## src/rtl/slipdet_pkg.sv

```systemverilog
package slipdet_pkg;

  typedef struct packed {
    logic [2:0] rsvd;
    logic       hold;
    logic       key_bo;
    logic       bo_off;
    logic [1:0] lim_sel;
  } det_cfg_t;

  // Number of accepted slips that declares unlock.
  function automatic int unsigned slip_limit(input logic [1:0] sel);
    return int'(sel) + 1;
  endfunction

  // Mask of bits that hold storage.
  function automatic logic [7:0] cfg_keep(input logic [7:0] d);
    return {3'b000, d[4:0]};
  endfunction

endpackage

```

## src/rtl/key_rise_sync.sv

```systemverilog
module key_rise_sync (
  input  logic clk,
  input  logic rst_n,
  input  logic key_async,
  output logic key_rise
);
  logic [2:0] stg;

  always_ff @(posedge clk or negedge rst_n) begin
    if (!rst_n) stg <= '0;
    else        stg <= {stg[1:0], key_async};
  end

  assign key_rise = stg[1] & ~stg[2];
endmodule

```

## src/rtl/blackout_timer.sv

```systemverilog
module blackout_timer #(
  parameter int WIN   = 64,
  parameter int WIN_W = $clog2(WIN + 1)
) (
  input  logic             clk,
  input  logic             rst_n,
  input  logic             arm_en,
  input  logic             trigger,
  output logic [WIN_W-1:0] win_left,
  output logic             win_open
);
  localparam logic [WIN_W-1:0] WIN_LOAD = WIN_W'(WIN);

  always_ff @(posedge clk or negedge rst_n) begin
    if (!rst_n)                win_left <= '0;
    else if (arm_en && trigger) win_left <= WIN_LOAD;
    else if (win_left != '0)   win_left <= win_left - 1'b1;
  end

  assign win_open = (win_left != '0);
endmodule

```

## src/rtl/slip_counter.sv

```systemverilog
module slip_counter
  import slipdet_pkg::*;
#(
  parameter int CNT_W = 3
) (
  input  logic             clk,
  input  logic             rst_n,
  input  logic             clr,
  input  logic             slip_ok,
  input  logic [1:0]       lim_sel,
  output logic [CNT_W-1:0] slip_cnt,
  output logic             unlocked
);
  localparam logic [CNT_W-1:0] CNT_MAX = {CNT_W{1'b1}};

  logic [CNT_W-1:0] cnt_nxt;

  always_comb begin
    if (clr)                                cnt_nxt = '0;
    else if (slip_ok && slip_cnt != CNT_MAX) cnt_nxt = slip_cnt + 1'b1;
    else                                    cnt_nxt = slip_cnt;
  end

  always_ff @(posedge clk or negedge rst_n) begin
    if (!rst_n) begin
      slip_cnt <= '0;
      unlocked <= 1'b0;
    end else begin
      slip_cnt <= cnt_nxt;
      unlocked <= clr ? 1'b0
                : (unlocked | (int'(cnt_nxt) >= int'(slip_limit(lim_sel))));
    end
  end
endmodule

```

## src/rtl/slip_unlock_det.sv

```systemverilog
module slip_unlock_det
  import slipdet_pkg::*;
#(
  parameter int WIN   = 64,
  parameter int CNT_W = 3
) (
  input  logic       clk,
  input  logic       rst_n,
  input  logic       cfg_we,
  input  logic [7:0] cfg_wdata,
  output logic [7:0] cfg_rdata,
  input  logic       key_in,
  input  logic       lock_ok,
  input  logic       slip_pulse,
  output logic       lock_detect
);
  localparam int WIN_W = $clog2(WIN + 1);

  det_cfg_t         cfg_q;
  logic             key_rise;
  logic [WIN_W-1:0] win_left;
  logic             win_open;
  logic             slip_ok;
  logic [CNT_W-1:0] slip_cnt;
  logic             unlocked;

  always_ff @(posedge clk or negedge rst_n) begin
    if (!rst_n)      cfg_q <= '0;
    else if (cfg_we) cfg_q <= det_cfg_t'(cfg_keep(cfg_wdata));
  end

  assign cfg_rdata = cfg_q;

  key_rise_sync u_key (
    .clk      (clk),
    .rst_n    (rst_n),
    .key_async(key_in),
    .key_rise (key_rise)
  );

  blackout_timer #(.WIN(WIN), .WIN_W(WIN_W)) u_bo (
    .clk     (clk),
    .rst_n   (rst_n),
    .arm_en  (cfg_q.key_bo),
    .trigger (key_rise),
    .win_left(win_left),
    .win_open(win_open)
  );

  // Qualified slip: blackout-disable mode gates on lock_ok, otherwise on window.
  assign slip_ok = slip_pulse & ~cfg_q.hold &
                   (cfg_q.bo_off ? lock_ok : ~win_open);

  slip_counter #(.CNT_W(CNT_W)) u_cnt (
    .clk     (clk),
    .rst_n   (rst_n),
    .clr     (cfg_q.hold),
    .slip_ok (slip_ok),
    .lim_sel (cfg_q.lim_sel),
    .slip_cnt(slip_cnt),
    .unlocked(unlocked)
  );

  assign lock_detect = ~unlocked;
endmodule

```

## config.mk

```make
export PLATFORM = sky130hd
export DESIGN_NAME = slip_unlock_det
export DESIGN_NICKNAME = d
export VERILOG_FILES = /design/src/rtl/slipdet_pkg.sv /design/src/rtl/key_rise_sync.sv /design/src/rtl/blackout_timer.sv /design/src/rtl/slip_counter.sv /design/src/rtl/slip_unlock_det.sv
export SDC_FILE = /design/constraint.sdc
export NUM_CORES = 1
export LEC_CHECK = 0
export BUFFER_PORTS_ARGS = -buffer_cell sky130_fd_sc_hd__buf_2
export CORE_ASPECT_RATIO = 0.7
export CORE_UTILIZATION = 26
export DETAILED_ROUTE_END_ITERATION = 7
export PLACE_DENSITY = 0.4
export SYNTH_ARGS = -nofsm -noshare
export SYNTH_HDL_FRONTEND = slang
export SYNTH_HIERARCHICAL = 1
export SYNTH_SLANG_ARGS = --single-unit
```

## constraint.sdc

```tcl
create_clock -name clk -period 4.8 [get_ports clk]
set_input_delay 0.96 -clock clk [delete_from_list [all_inputs] [get_ports clk]]
set_output_delay 0.96 -clock clk [all_outputs]
set_load 0.005 [all_outputs]
```

Word-level counts from Yosys, hierarchy flattened. Cells that the tools add are included.

Bitwise gates (word level): 8. Order comparisons: 1. Add/sub/neg operators: 3. Reductions and logical operators: 4. Muxes and demuxes: 6. Equality and inequality tests: 1.

Operator list (count): 4-bit by 32-bit >= comparator with 1-bit output (1); 7-bit 2-to-1 mux (2); 7-bit nonzero test (1); 7-bit by 1-bit subtractor with 7-bit output, second input constant (1); 3-bit 2-to-1 mux (2); 1-bit inverter (4); 2-bit by 1-bit adder with 3-bit output, second input constant (1); 3-bit by 1-bit adder with 3-bit output, second input constant (1); 1-bit AND (3); 3-bit inequality test, second input constant (1); 1-bit logical AND (2); 1-bit 2-to-1 mux (2); 2-bit nonzero test (1); 1-bit bitwise OR (1).

Flip-flop bits (word level): 19. Word-level logic and storage cells: 31.

Longest topological paths before layout.
Word-level depth: 10. Gate-level depth with buffers: 14.

Cells and area by module. The synthesis kept the hierarchy.

By module, submodules not included: blackout_timer (cells each 37, times used 1, area each 396.6 µm²); slip_counter (cells each 25, times used 1, area each 270.3 µm²); slip_unlock_det (cells each 19, times used 1, area each 232.7 µm²); key_rise_sync (cells each 4, times used 1, area each 88.8 µm²).

Least setup slack after synthesis. No wires, ideal clock.

Path kind: reg-to-reg. Start: reg u_bo.win_left[0]. End: reg u_cnt.unlocked. Data arrival time: 2.557 ns. Clock period less this slack: 2.686 ns. Cell stages (with the launch flop): 14. Path slack: 2.114 ns. Path buffers: 0. Required time: 4.671 ns. Path through: dfrtp_1 > inv_1 > ha_1 > or3b_4 > nor2_8 > inv_2 > or2_1 > a21oi_1 > nor2b_4 > mux2i_1 > nor2_1 > ha_1 > a211oi_1 > a21oi_1.

Longest elaborated chain between the ends: 10.

RTL lines: start, declared (RTL line blackout_timer.sv:9) `output logic [WIN_W-1:0] win_left,`; start signal, assigned (RTL line blackout_timer.sv:17) `else if (win_left != '0) win_left <= win_left - 1'b1;`; 7-bit nonzero test (RTL line blackout_timer.sv:20) `assign win_open = (win_left != '0);`; net win_open (RTL line slip_unlock_det.sv:22) `logic win_open;`; 1-bit inverter (RTL line slip_unlock_det.sv:52) `(cfg_q.bo_off ? lock_ok : ~win_open);`; 1-bit 2-to-1 mux (RTL line slip_unlock_det.sv:52); 1-bit AND (RTL line slip_unlock_det.sv:51) `assign slip_ok = slip_pulse & ~cfg_q.hold &`; net slip_ok (RTL line slip_unlock_det.sv:23) `logic slip_ok;`; 1-bit logical AND (RTL line slip_counter.sv:20) `else if (slip_ok && slip_cnt != CNT_MAX) cnt_nxt = slip_cnt + 1'b1;`; 3-bit 2-to-1 mux (RTL line slip_counter.sv:20); 3-bit 2-to-1 mux (RTL line slip_counter.sv:19) `if (clr) cnt_nxt = '0;`; net u_cnt.cnt_nxt[2] (RTL line slip_counter.sv:16) `logic [CNT_W-1:0] cnt_nxt;`; 4-bit by 32-bit >= comparator with 1-bit output (RTL line slip_counter.sv:31) `: (unlocked | (int'(cnt_nxt) >= int'(slip_limit(lim_sel))));`; 1-bit bitwise OR (RTL line slip_counter.sv:31); 1-bit 2-to-1 mux (RTL line slip_counter.sv:30) `unlocked <= clr ? 1'b0`; end signal, assigned (RTL line slip_counter.sv:30); end, declared (RTL line slip_counter.sv:12) `output logic unlocked`.

The timed path passes the listed nets, and every way through them passes these cells. A chain may end at the register's enable or synchronous reset.

Final worst setup path. Same ends and word-level chain as after synthesis.

==> impl_results.md <==
* Worst R2R Setup Slack at 1870 ps
* M1 WL at 894 um
* Hold path start: u_key/stg[0]$_DFF_PN0_
* # DRC at 0
* Metal2 WL at 672 um
* Met3 WL at about 70 um
* 1st-iter DRT viols at 33
* Vias in the first global route at 573
* Io pins at 23
* Status: completed
* Final hold vios at 0
* Tightest Hold Check Type: reg -> reg
* # clock sinks at 19
* Distinct cells, synth at 32
* Initial Utilization at 27.6%
* Clk_lat worst skew at around 250 ps
* Synth area leaders: dfrtp_1 48%, ha_1 8.9%, mux2_2 5.7%
* Root Buffer: clkbuf_8
* Clk buf depth at 2
* Syn avg cell area at 11.6 um2
* Die W at 75.7 um
* Fin crit share at 61.0%
* Setup ws final at about 1900 ps
* Post-DP HPWL at 1260 um
* Antenna-violating nets left at 0
* Post-synthesis mux area share at 7.72%
* Critical Path Fanout Max at 5
* Gr usage total at 9.42%
* Die Area at 4060 um2
* Post-DR vias/cell at 4.22
* Highest clock rate at between 300 and 400 MHz
* Maximum vdd ir drop at 0.178 mV
* # H-tree levels at 1
* WP data required at 4930 ps
* Adder-cell share of the synthesized area at 8.86%
* Antenna violations before repair at 0
* Cell taking the most area after synthesis: dfrtp_1
* Core ar. at 3580 um2
* Routed wire length at 1650 um
* GP Congestion at 0.727
* CTS buffer count at 3
* Simple-Gate Fraction of Synth Area at 20.0%
* Lkg Pwr at between 0.5 and 0.6 nW
* Post-synthesis compound-gate area fraction at under 10%
* Syn-to-layout area delta at 17.5%
* Gate count of the mapped netlist at 85
* N_diodes at 0
* Placement Rows at 18
* Height of the die at 53.6 um
* Worst Setup SP: u_bo/win_left[0]$_DFFE_PN0P_
* Yosys top cell area share at 48.1%
* Final setup viols at 0
* Pwr dens at 430 nW/um2
* CTS tree: done
* Final setup skew at 2.49 ps
* Largest net degree at the start of global routing at 20
* Mapped Area at 988 um2
* Seq/Total Area, Yosys at 48.1%
* Critical Path Slowest Stage Cell: or3b_4
* Crit path launch type: flop
* Max-cap violations at 0
* Post-cts sizing count at 0
* Chain of cells forming the critical path: inv_1 -> ha_1 -> or3b_4 -> nor2_8 -> inv_2 -> or2_1 -> a21oi_1 -> nor2b_4 -> mux2i_1 -> nor2_1 -> ha_1 -> a211oi_1 -> a21oi_1
* WHS Path Cells at 0
* Post-CTS Hold Fix Bufs at 0
* Wire length per cell at 10.7 um
* # Post-CTS Setup Buffers at 0
* First-pass GRT wire length at between 2000 and 3000 um
* Final-stage net count at 126
* Top routing layer used: met4
* Yosys reg bits at 19
* Fraction of layout cells with a size suffix above 1 at 30.8%
* Xor and xnor area share after synthesis at 1.77%
* Final core occ at 32.4%
* Reg2reg end: u_cnt/unlocked$_DFF_PN0_
* Post-route minimum period at 2930 ps
* GR Overflow Total at 0
* Worst hold path endpoint: u_key/stg[1]$_DFF_PN0_
* Setup Crit Path Kind: reg -> reg
* Critical Path End Type: flop
* First-pass iteration count of the detailed router at 2
* YS warnings at 6
* Routed vias at 650
* Worst Path Buf+Inv at 2
* Fin. max-slew vios at 0
* Clock transition at path regs at 70 ps
* R2R cell count at 13
* CP top delay family: simple AND/OR/NAND/NOR gates
* R2r startpoint: u_bo/win_left[0]$_DFFE_PN0P_
* Fin Setup TNS at 0 ps
* Pre-CTS WS at 1880 ps
* Max incr delay on CP at between 400 and 500 ps
* I/O Buffers at 16
* RSZ-0062 raised after global routing: false
* Largest family of logic cells by synthesized area: simple AND/OR/NAND/NOR gates
* Arrival @ worst endpoint at 3060 ps
-- cell usage after synthesis --
master,instances
or3b_4,1
o41ai_1,1
buf_4,3
a21oi_1,2
a211oi_1,1
o21ai_1,1
nand2b_1,2
inv_2,1
or2_1,2
a211oi_2,1
nand2_1,3
mux2_2,5
nor3_1,3
nand3b_1,1
conb_1,1
o31ai_1,1
nor2_8,1
ha_1,7
o311ai_0,1
nand3_1,1
and2_0,1
xnor2_1,2
o21ai_0,2
nor2b_4,2
or3_4,2
inv_1,7
dfrtp_1,19
nor3b_1,3
nor2_1,3
or3_1,2
mux2i_1,2
o211ai_1,1
-- per-stage QoR --
| stage | power, mW | hold WS, ps | instances | instance area, um2 |
|---|---|---|---|---|
| final | 0.500 | 350 | 154 | 1160 |
| after global routing | 0.539 | 367 | 154 | 1160 |
| after detailed placement | 0.396 | 338 | 150 | 1120 |
| after CTS | 0.509 | 354 | 154 | 1160 |
| after floorplan | 0.359 | 331 | 87 | 996 |
| after global placement | 0.400 | 337 | 150 | 1120 |
-- per-layer routing --
metal | GRT usage (%) | vias to the layer above
li1 | - | 329
met1 | 13.9 | 307
met2 | 12.6 | 12
met3 | 3.93 | 2
met4 | 1.85 | 0
met5 | 0 | -
-- cell usage in the layout (no fill, tap or decap), types with 3 or more instances in the layout --
cell / Yosys / layout
nand2_1: 3 / 3
inv_1: 7 / 7
conb_1: 1 / 3
buf_2: 0 / 16
mux2_2: 5 / 5
dfrtp_1: 19 / 19
ha_1: 7 / 7
nor2_1: 3 / 3
nor3b_1: 3 / 3
nor3_1: 3 / 3
clkbuf_8: 0 / 3
-- flip-flops by register name, indices dropped and copies added, names as in the netlist --
signal          cells
u_bo/win_left       7
u_cnt/slip_cnt      3
u_cnt/unlocked      1
u_key/stg           3
cfg_rdata           5
-- cell families after synthesis --
kind of cell	Yosys count
compound gates	11
xor+xnor	2
fa+ha+maj	7
buf+inv	11
flops	19
mux	7
other cells	1
simple gates	27
-- how the worst max path moves through the flow --
| stage | depth (start not counted) | slack (ps) | to |
|---|---|---|---|
| after detailed placement | 13 | 1880 | u_cnt/unlocked$_DFF_PN0_ |
| after floorplan | 13 | 2110 | u_cnt/unlocked$_DFF_PN0_ |
| after global placement | 13 | 1880 | u_cnt/unlocked$_DFF_PN0_ |
| final | 13 | 1870 | u_cnt/unlocked$_DFF_PN0_ |
| after CTS | 13 | 1840 | u_cnt/unlocked$_DFF_PN0_ |
| after global routing | 13 | 1660 | u_cnt/unlocked$_DFF_PN0_ |
-- area by class of cell --
cell class / instances / area [um2]
fillers: 369 / 2420
inverters: 8 / 30.0
well taps: 50 / 62.6
repair buffers: 16 / 80.1
clock buffers: 4 / 45.0
flip-flops and latches: 19 / 475
multi-input cells: 57 / 468
-- where the power goes --
group          total (mW)  switching, mW  internal, mW  leakage (nW)
sequential          0.232         0.0349         0.197         0.233
combinational       0.159         0.0743        0.0849         0.287
clock               0.109         0.0497        0.0589        0.0228
(Power assumes the default switching activity.)
